<file path="src/rtl/swap_pkg.sv">
package swap_pkg;

   localparam int NUM_REGS = 3;
   localparam int SEL_W    = 2;

   localparam int IDX_A = 0;
   localparam int IDX_B = 1;
   localparam int IDX_S = 2;

   typedef enum logic [1:0] {
      PH_REST   = 2'd0,
      PH_B_TO_S = 2'd1,
      PH_A_TO_B = 2'd2,
      PH_S_TO_A = 2'd3
   } swap_phase_e;

   typedef struct packed {
      logic a_drive;
      logic a_capture;
      logic b_drive;
      logic b_capture;
      logic s_drive;
      logic s_capture;
      logic done;
   } swap_ctl_t;

   localparam swap_ctl_t CTL_NONE = '0;

   function automatic logic [NUM_REGS-1:0] drive_vec(input swap_ctl_t c);
      logic [NUM_REGS-1:0] v;
      v        = '0;
      v[IDX_A] = c.a_drive;
      v[IDX_B] = c.b_drive;
      v[IDX_S] = c.s_drive;
      return v;
   endfunction

   function automatic logic [NUM_REGS-1:0] capture_vec(input swap_ctl_t c);
      logic [NUM_REGS-1:0] v;
      v        = '0;
      v[IDX_A] = c.a_capture;
      v[IDX_B] = c.b_capture;
      v[IDX_S] = c.s_capture;
      return v;
   endfunction

endpackage

</file>
<file path="src/rtl/swap_state_reg.sv">
module swap_state_reg
   import swap_pkg::*;
#(
   parameter bit ONE_HOT = 1'b0
) (
   input  logic      clk,
   input  logic      rst_n,
   input  logic      start,
   output swap_ctl_t ctl,
   output logic      at_rest
);

   generate
      if (ONE_HOT) begin : g_onehot
         // one flop per transfer; rest is the all-zero pattern so reset clears every flop
         localparam int HOT_W = 3;
         logic [HOT_W-1:0] hot_q;
         logic [HOT_W-1:0] hot_d;
         logic             rest_w;

         assign rest_w = ~|hot_q;

         always_comb begin
            hot_d    = '0;
            hot_d[0] = rest_w & start;
            hot_d[1] = hot_q[0];
            hot_d[2] = hot_q[1];
         end

         always_ff @(posedge clk or negedge rst_n) begin
            if (!rst_n) hot_q <= '0;
            else        hot_q <= hot_d;
         end

         always_comb begin
            ctl           = CTL_NONE;
            ctl.b_drive   = hot_q[0];
            ctl.s_capture = hot_q[0];
            ctl.a_drive   = hot_q[1];
            ctl.b_capture = hot_q[1];
            ctl.s_drive   = hot_q[2];
            ctl.a_capture = hot_q[2];
            ctl.done      = hot_q[2];
         end

         assign at_rest = rest_w;
      end else begin : g_binary
         swap_phase_e ph_q;
         swap_phase_e ph_d;

         always_comb begin
            case (ph_q)
               PH_REST:   ph_d = start ? PH_B_TO_S : PH_REST;
               PH_B_TO_S: ph_d = PH_A_TO_B;
               PH_A_TO_B: ph_d = PH_S_TO_A;
               PH_S_TO_A: ph_d = PH_REST;
               default:   ph_d = PH_REST;
            endcase
         end

         always_ff @(posedge clk or negedge rst_n) begin
            if (!rst_n) ph_q <= PH_REST;
            else        ph_q <= ph_d;
         end

         always_comb begin
            ctl = CTL_NONE;
            case (ph_q)
               PH_B_TO_S: begin
                  ctl.b_drive   = 1'b1;
                  ctl.s_capture = 1'b1;
               end
               PH_A_TO_B: begin
                  ctl.a_drive   = 1'b1;
                  ctl.b_capture = 1'b1;
               end
               PH_S_TO_A: begin
                  ctl.s_drive   = 1'b1;
                  ctl.a_capture = 1'b1;
                  ctl.done      = 1'b1;
               end
               default: ctl = CTL_NONE;
            endcase
         end

         assign at_rest = (ph_q == PH_REST);
      end
   endgenerate

endmodule

</file>
<file path="src/rtl/swap_bus_mux.sv">
module swap_bus_mux #(
   parameter int DATA_W   = 8,
   parameter int NUM_SRC  = 3
) (
   input  logic [NUM_SRC-1:0][DATA_W-1:0] src,
   input  logic [NUM_SRC-1:0]             drive,
   output logic [DATA_W-1:0]              bus
);

   // AND-OR selection: zero when nothing drives
   logic [NUM_SRC-1:0][DATA_W-1:0] gated;

   generate
      for (genvar g = 0; g < NUM_SRC; g++) begin : g_gate
         assign gated[g] = src[g] & {DATA_W{drive[g]}};
      end
   endgenerate

   always_comb begin
      bus = '0;
      for (int k = 0; k < NUM_SRC; k++) begin
         bus = bus | gated[k];
      end
   end

endmodule

</file>
<file path="src/rtl/swap_regfile.sv">
module swap_regfile #(
   parameter int DATA_W   = 8,
   parameter int NUM_REGS = 3
) (
   input  logic                            clk,
   input  logic                            rst_n,
   input  logic [DATA_W-1:0]               bus,
   input  logic [NUM_REGS-1:0]             capture,
   input  logic [NUM_REGS-1:0]             preload,
   input  logic [DATA_W-1:0]               pre_data,
   output logic [NUM_REGS-1:0][DATA_W-1:0] q
);

   generate
      for (genvar g = 0; g < NUM_REGS; g++) begin : g_reg
         always_ff @(posedge clk or negedge rst_n) begin
            if (!rst_n) begin
               q[g] <= '0;
            end else if (capture[g]) begin
               q[g] <= bus;
            end else if (preload[g]) begin
               q[g] <= pre_data;
            end
         end
      end
   endgenerate

endmodule

</file>
<file path="src/rtl/reg_swap_ctrl.sv">
module reg_swap_ctrl
   import swap_pkg::*;
#(
   parameter int DATA_W  = 8,
   parameter bit ONE_HOT = 1'b0
) (
   input  logic              clk,
   input  logic              rst_n,
   input  logic              start,
   input  logic              pre_en,
   input  logic [1:0]        pre_sel,
   input  logic [DATA_W-1:0] pre_data,
   output logic              a_drive,
   output logic              a_capture,
   output logic              b_drive,
   output logic              b_capture,
   output logic              s_drive,
   output logic              s_capture,
   output logic              done,
   output logic [DATA_W-1:0] bus,
   output logic [DATA_W-1:0] a_q,
   output logic [DATA_W-1:0] b_q,
   output logic [DATA_W-1:0] s_q
);

   generate
      if (DATA_W < 1) begin : g_bad_width
         $error("reg_swap_ctrl: DATA_W must be at least 1");
      end
      if (SEL_W != 2) begin : g_bad_sel
         $error("reg_swap_ctrl: preload select must be two bits");
      end
   endgenerate

   swap_ctl_t                       ctl;
   logic                            at_rest;
   logic [NUM_REGS-1:0][DATA_W-1:0] regs;
   logic [NUM_REGS-1:0]             pre_hit;

   swap_state_reg #(
      .ONE_HOT (ONE_HOT)
   ) u_state (
      .clk     (clk),
      .rst_n   (rst_n),
      .start   (start),
      .ctl     (ctl),
      .at_rest (at_rest)
   );

   // select code k+1 addresses register k; code 0 addresses none
   generate
      for (genvar g = 0; g < NUM_REGS; g++) begin : g_pre
         assign pre_hit[g] = pre_en & at_rest & (pre_sel == SEL_W'(g + 1));
      end
   endgenerate

   swap_bus_mux #(
      .DATA_W  (DATA_W),
      .NUM_SRC (NUM_REGS)
   ) u_bus (
      .src   (regs),
      .drive (drive_vec(ctl)),
      .bus   (bus)
   );

   swap_regfile #(
      .DATA_W   (DATA_W),
      .NUM_REGS (NUM_REGS)
   ) u_regs (
      .clk      (clk),
      .rst_n    (rst_n),
      .bus      (bus),
      .capture  (capture_vec(ctl)),
      .preload  (pre_hit),
      .pre_data (pre_data),
      .q        (regs)
   );

   assign a_drive   = ctl.a_drive;
   assign a_capture = ctl.a_capture;
   assign b_drive   = ctl.b_drive;
   assign b_capture = ctl.b_capture;
   assign s_drive   = ctl.s_drive;
   assign s_capture = ctl.s_capture;
   assign done      = ctl.done;

   assign a_q = regs[IDX_A];
   assign b_q = regs[IDX_B];
   assign s_q = regs[IDX_S];

endmodule

</file>
<file path="config.mk">
export PLATFORM = sky130hd
export DESIGN_NAME = reg_swap_ctrl
export DESIGN_NICKNAME = d
export VERILOG_FILES = /design/src/rtl/swap_pkg.sv /design/src/rtl/swap_state_reg.sv /design/src/rtl/swap_bus_mux.sv /design/src/rtl/swap_regfile.sv /design/src/rtl/reg_swap_ctrl.sv
export SDC_FILE = /design/constraint.sdc
export NUM_CORES = 1
export LEC_CHECK = 0
export BUFFER_PORTS_ARGS = -buffer_cell sky130_fd_sc_hd__clkbuf_2
export CORE_MARGIN = 10
export CORE_UTILIZATION = 44
export DETAILED_ROUTE_END_ITERATION = 6
export GPL_ROUTABILITY_DRIVEN = 1
export PLACE_DENSITY = 0.76
export SETUP_SLACK_MARGIN = 0.3
export SYNTH_ARGS = -nofsm -noshare
export SYNTH_HDL_FRONTEND = slang
export SYNTH_HIERARCHICAL = 1
export SYNTH_SLANG_ARGS = --single-unit
</file>
<file path="constraint.sdc">
create_clock -name clk -period 1.5 [get_ports clk]
set_input_delay 0.075 -clock clk [delete_from_list [all_inputs] [get_ports clk]]
set_output_delay 0.075 -clock clk [all_outputs]
set_load 0.1 [all_outputs]
</file>
# [After elaboration in Yosys (flattened, before gate mapping)]
# Cells that the tools add are included.
[totals] register_bits=26 elab_cells=34
[classes] n_eq_ne=6 n_bitwise=9 muxes=11 reduce_logical=4
[op_table] operator="8-bit two-way mux" n=6
[op_table] operator="8-bit bitwise AND" n=3
[op_table] operator="8-bit OR" n=2
[op_table] operator="2-bit equality test (second input constant)" n=4
[op_table] operator="2-bit case mux with 4 select lines" n=1
[op_table] operator="2-bit nonzero test" n=3
[op_table] operator="1-bit bitwise AND" n=4
[op_table] operator="2-bit by 1-bit equality test with 1-bit output (second input constant)" n=2
[op_table] operator="1-bit two-way mux" n=4
[op_table] operator="2-bit zero test" n=1

# [Longest topological paths before layout]
# Gate-level depths: netlist of run 1.
[logic_depth] depth_word=6 ltp_mapped=8 ltp_nobuf=6

# [By module]
# The synthesis of run 1 kept the hierarchy.
[by_module_without_submodules] mod="swap_regfile" instances=1 area_per_inst_um2=1118.6 cells_per_inst=102
[by_module_without_submodules] mod="swap_state_reg" instances=1 area_per_inst_um2=152.6 cells_per_inst=13
[by_module_without_submodules] mod="swap_bus_mux" instances=1 area_per_inst_um2=120.1 cells_per_inst=18
[by_module_without_submodules] mod="reg_swap_ctrl" instances=1 area_per_inst_um2=30.0 cells_per_inst=3

# [Least setup slack after synthesis of run 1]
# Ideal clock, no wire load.
[synth_timing] path_type="reg2reg" from="reg u_state.g_binary.ph_q[1]" to="reg u_regs/q[15] in the netlist's numbering" setup_ns=0.088 arrival_ns=3.036 slack_ns=-1.624 path_stages_with_launch=9 path_cell_list="dfrtp_1 -> inv_1 -> ha_1 -> buf_4 -> clkbuf_2 -> a222oi_1 -> inv_1 -> nand2_1 -> o21ai_1"
[synth_via] elab_chain_cells=6
[synth_lines] element="start, declared" line_no="swap_state_reg.sv:48" rtl="swap_phase_e ph_q;"
[synth_lines] element="start signal, assigned" line_no="swap_state_reg.sv:63" rtl="else ph_q <= ph_d;"
[synth_lines] element="2-bit by 1-bit equality test with 1-bit output"
[synth_lines] element="1-bit two-way mux"
[synth_lines] element="via s_capture" line_no="reg_swap_ctrl.sv:18" rtl="output logic s_capture,"
[synth_lines] element="8-bit bitwise AND" line_no="swap_bus_mux.sv:15" rtl="assign gated[g] = src[g] & {DATA_W{drive[g]}};"
[synth_lines] element="8-bit OR (2 in series)" line_no="swap_bus_mux.sv:22" rtl="bus = bus | gated[k];"
[synth_lines] element="via bus[7]" line_no="reg_swap_ctrl.sv:20" rtl="output logic [DATA_W-1:0] bus,"
[synth_lines] element="8-bit two-way mux" line_no="swap_regfile.sv:19" rtl="end else if (capture[g]) begin"
[synth_lines] element="end signal, assigned by index" line_no="swap_regfile.sv:20" rtl="q[g] <= bus;"
[synth_lines] element="end signal, assigned by index" line_no="swap_regfile.sv:22" rtl="q[g] <= pre_data;"
[synth_lines] element="end, declared" line_no="swap_regfile.sv:11" rtl="output logic [NUM_REGS-1:0][DATA_W-1:0] q"
# The timed path passes the listed nets, and every way through them passes these cells.
# A chain may end at the register's enable or synchronous reset.

# [Worst setup path in the final report of run 1]
[layout_timing] from="reg u_state.g_binary.ph_q[0]" to="out bus[0]"
[layout_via] elab_chain_cells=5
[layout_lines] element="2-bit equality test or 2-bit by 1-bit equality test with 1-bit output (tied branches)" line_no="swap_state_reg.sv:68" rtl="case (ph_q)"
[layout_lines] element="1-bit two-way mux" line_no="swap_state_reg.sv:68"
[layout_lines] element="8-bit bitwise AND" line_no="swap_bus_mux.sv:15"
[layout_lines] element="8-bit OR" line_no="swap_bus_mux.sv:22"
[layout_lines] element="8-bit OR (*)" line_no="swap_bus_mux.sv:22"
[layout_lines] element="end, declared" line_no="reg_swap_ctrl.sv:20"
# Mark *: on every way between the ends. The rest lies on a longest branch, timed or not.

==> results of run 1 <==
[worst min-delay path by stage]
stage,slack (ns),endpoint,startpoint
after global placement,0.12,u_regs/q[0],rst_n
after floorplan,-0.22,u_regs/q[0],rst_n
after global routing,0.05,u_regs/q[5],pre_data[5]
after detailed placement,0.14,u_regs/q[0],rst_n
final,0.05,u_regs/q[1],pre_data[1]
after CTS,0.04,u_regs/q[1],pre_data[1]
[cells in the final DEF (no fill, tap or decap), drive strengths merged]
cell         instances
ha                   4
mux2                 1
nand2               24
mux2i               24
o21ai               24
dfrtp               26
buf                 55
clkbuf              35
and4                 1
and4b                2
dlygate4sd3          2
inv                 10
a222oi               8
[repair_timing]
action	CTS	global route
cloned	0	0
endpoints found under the hold margin	27	0
endpoints found under the setup margin	64	46
buffers inserted	13	7
pin swaps	2	3
resized for setup	40	17
hold buffers	2	0
[cell families after synthesis]
family,Yosys count,share of synthesized area
AO/OA/AOI/OAI,32,0.141
AND/OR/NAND/NOR,27,0.0845
flip-flops,26,0.458
multiplexers,25,0.180
buffers and inverters,22,0.102
adder cells (fa/ha/maj),4,0.0352
[sequential cells by signal (all words and copies together) (netlist names)]
| signal | cells |
|---|---|
| u_regs/q | 24 |
| u_state/g_binary.ph_q | 2 |
[critical path, delay by kind of cell (launching register included)]
family	cells	cell delay, ns
compound gates	1	0.41
flops	1	0.46
fa+ha+maj	1	0.22
buf+inv	3	0.39
[final cells by class]
class                      count  area (sq um)
timing repair buffer          88           887
fill                         193           722
multi-input combinational     88           697
sequential                    26           653
tap                           44          55.1
inverter                      10          37.5
clock buffer                   4          26.3
[cells in the mapped netlist]
library cell   n  area [sq um]
mux2i_1       24           240
inv_1         10          37.5
clkbuf_2       2          10.0
a222oi_1       8          80.1
o21ai_1       24           120
buf_4          4          30.0
ha_1           4          50.1
nand2_1       24          90.1
dfrtp_1       26           651
mux2_4         1          15.0
and4b_1        2          20.0
and4_2         1          10.0
buf_6          6          67.6
[layer usage]
metal	share of wire	vias to the layer above	routed length (um)	global-route usage
met4	0.0089	0	44	0.0409
met2	0.53	68	2590	0.275
met5	0	-	0	0
li1	-	640	-	-
met1	0.38	689	1900	0.175
met3	0.081	6	398	0.0420
[metrics by stage]
| stage | hold WS, ns | utilization | setup slack, ns | TNS, ns | cells |
|---|---|---|---|---|---|
| floorplan | -0.221 | - | -0.541 | -15.92 | 136 |
| global placement | 0.116 | 0.653 | -0.0382 | -0.475 | 234 |
| detailed placement | 0.136 | 0.653 | -0.111 | -2.05 | 234 |
| CTS | 0.0449 | 0.738 | -0.357 | -5.07 | 253 |
| global route | 0.0497 | 0.765 | -0.444 | -11.03 | 260 |
| finish | 0.0485 | 0.765 | -0.368 | -8.13 | 260 |
==> flow_summary.yaml, run 1 <==
placement:
  place_area_sq_mm: 0.00201
  hpwlAfterDp_um: 3130
  io_buffers: 52
  place_congestion: 0.727
setup_path:
  critPathCaptureType: "primary output"
  rr_worst_depth: 8
  critPathKind: "reg2out"
  cp-endpoint: "bus[0]"
  crit_slowest_cell: "dfrtp_2"
  worstPathMaxFanout: 12
  path_cells: "inv_2, ha_4, a222oi_1, inv_2, buf_12"
  slowest_delay_ns: 0.46
  rr_startpoint: "u_state/g_binary.ph_q[0]"
  required_ns: 1.42
  crit_start: "u_state/g_binary.ph_q[0]"
  cp-start-kind: "flop"
  critPathArrivalTime_ns: 1.79
  regToRegEndpoint: "u_regs/q[2]"
  critical_path.most_common_cell: "inv_2"
  worst-r2r-setup-slack_ns: -0.32
sta:
  max_slew_margin: 0.546
  setup_violations: 39
  maxSlewViolCount: 0
  period_share: 1.25
  rsz0062_at_grt: "yes"
  max_freq_ghz: 0.535
  min_period_ns: 1.87
  setup_slack_ns: -0.368
  finalHoldViolCount: 0
  fin_skew_ns: 0.0169
  worst_pin_slew_ns: 0.681
clock_network:
  cts_tree: "yes"
  clock_sinks: 26
  cts_root_buf: "clkbuf_4"
  clockBufferDepth: 2
  cts.htree.levels: 1
  clk_latency_ns: 0.33
  numCtsBuffers: 3
  clk_pin_slew_ns: 0.16
final_layout:
  area_growth_pct: 65.8
  nets: 235
  antenna_cells: 0
  fin_area_sq_mm: 0.00236
  drive_gt1_frac: 0.532
logic_synthesis:
  synth-seq-cells: 26
  avgSynthCellArea_sq_um: 10.5
  syn_area_sq_mm: 0.00142
  yosys_warnings: 6
  seq_area_frac_synth: 0.458
  yosysUniqueCellTypes: 13
  synth_fp_nets: 154
  syn_inst: 136
outcome:
  status: "finished with violations"
  violations: "negative setup slack"
min_path:
  whs_path_depth: 3
  min_path_type: "in2reg"
global_routing:
  grt_pass1_vias: 1513
  antenna_found_initial: 0
  grt_overflow: 0
  grt_pass1_wl_um: 7600
  grt_usage: 0.154
  grt_max_degree: 27
floorplanning:
  row_count: 20
  start_util: 0.462
  io_pins: 53
  dieHeight_um: 76.8
  dieWidth_um: 76.8
  dieArea_sq_mm: 0.00590
  coreArea_sq_mm: 0.00308
route:
  vias: 1403
  dr.pass1.iters: 5
  first_iter_violations: 98
  ant_nets: 0
  drcViolationCount: 0
  wl_per_cell_um: 19.0
  via_per_inst: 5.40
  drt_wl_total_um: 4930
job:
  drv_cap: 0
Power of run 1 is left out: the tool's default activity adds up to more than one toggle a clock period on the data nets, which glitch-free logic cannot reach.
==> run 2, diff against run 1 <==
Settings changed: PLACE_DENSITY 0.76 to 0.75.
==> flow_summary.yaml, run 2 (synthesis results as in run 1) <==
outcome:
  status: "finished with violations"
  violations: "negative setup slack"
floorplanning:
  coreArea_sq_mm: 0.00308
  start_util: 0.462
  dieHeight_um: 76.8
  io_pins: 53
  dieArea_sq_mm: 0.00590
  dieWidth_um: 76.8
  row_count: 20
clock_network:
  cts_tree: "yes"
  clock_sinks: 26
  clk_latency_ns: 0.32
  clk_pin_slew_ns: 0.14
  numCtsBuffers: 3
  cts.htree.levels: 1
  cts_root_buf: "clkbuf_4"
  clockBufferDepth: 2
final_layout:
  layout_common_cells: "dfrtp_1, mux2i_1, buf_4"
  top_regs: "u_regs/q: 24 flops, u_state/g_binary.ph_q: 2 flops"
  largest_reg_flops: 24
  antenna_cells: 0
  area_growth_pct: 68.5
  final_common_cell: "dfrtp_1"
  nets: 236
  drive_gt1_frac: 0.544
  top_register: "u_regs/q"
  final_util: 0.778
route:
  first_iter_violations: 194
  wl_per_cell_um: 18.5
  drcViolationCount: 0
  dr.pass1.iters: 7
  drt_wl_total_um: 4830
  via_per_inst: 5.44
  ant_nets: 0
  vias: 1419
sta:
  min_period_ns: 1.87
  setup_slack_ns: -0.372
  rsz0062_at_grt: "yes"
  worst_pin_slew_ns: 0.641
  maxSlewViolCount: 0
  setup_violations: 37
  holdWs_ns: 0.0607
  fin_skew_ns: 0.00625
  max_slew_margin: 0.573
  finalHoldViolCount: 0
  max_freq_ghz: 0.534
  period_share: 1.25
placement:
  dp_slack_ns: -0.0804
  place_congestion: 0.830
  hpwlAfterDp_um: 3110
  io_buffers: 52
setup_path:
  path_cells: "inv_2, ha_4, a222oi_1, inv_2, buf_12"
  crit_slowest_cell: "dfrtp_2"
  required_ns: 1.42
  slowest_delay_ns: 0.45
  critical_path.most_common_cell: "inv_2"
  cp-start-kind: "flop"
  worstPathMaxFanout: 12
  critPathArrivalTime_ns: 1.80
  critPathKind: "reg2out"
  critPathCaptureType: "primary output"
global_routing:
  grt_pass1_vias: 1513
  grt_max_degree: 27
  grt_overflow: 0
  antenna_found_initial: 0
  grt_usage: 0.155
  grt_pass1_wl_um: 7640
min_path:
  min_path_type: "in2reg"
job:
  drv_cap: 0
==> run 2: timing repair <==
action	CTS	global route
hold buffers	2	0
buffers inserted	12	11
gates resized for setup	44	25
pin swaps	6	7
endpoints found under the hold margin	27	0
endpoints found under the setup margin	64	48
==> run 2: critical path: cells and delay by family, from the launching register on <==
kind | cells | cell delay, ns
DFF | 1 | 0.45
AOI/OAI and AO/OA | 1 | 0.44
buffers and inverters | 3 | 0.37
adders and majority gates | 1 | 0.22
==> run 2: worst paths after layout <==
check / from / endpoint / slack [ns] / cells after the start
hold reg to reg: u_regs/q[9] / u_regs/q[9] / 0.61 / 2
setup reg to reg: u_state/g_binary.ph_q[0] / u_regs/q[2] / -0.23 / 8
hold / removal: pre_data[7] / u_regs/q[15] / 0.06 / 3
min in group asynchronous: rst_n / u_regs/q[18] / 0.29 / 2
setup / recovery: u_state/g_binary.ph_q[0] / bus[0] / -0.37 / 5
max in group asynchronous: rst_n / u_state/g_binary.ph_q[1] / 0.76 / 2
==> run 2: final cells by class <==
cell class / instances / area (sq um)
repair buffers: 89 / 911
flip-flops and latches: 26 / 653
clock buffers: 4 / 26.3
inverters: 10 / 37.5
multi-input cells: 88 / 712
fillers: 194 / 683
well taps: 44 / 55.1
==> run 2: layer usage <==
| metal | track usage | up-vias | routed length, um | part of all wire |
|---|---|---|---|---|
| li1 | - | 645 | - | - |
| met1 | 0.181 | 684 | 1870 | 0.39 |
| met2 | 0.265 | 81 | 2430 | 0.50 |
| met3 | 0.0443 | 9 | 456 | 0.094 |
| met4 | 0.0539 | 0 | 70 | 0.014 |
| met5 | 0 | - | 0 | 0 |
==> run 2: metrics by stage <==
step                instances  instance area, sq um  TNS (ns)
floorplan                 136                  1510    -15.92
global placement          232                  1980  -0.00691
detailed placement        232                  1980     -1.34
CTS                       250                  2250     -4.03
global route              261                  2390     -9.89
finish                    261                  2390     -7.33
Power of run 2 is left out for the same reason.
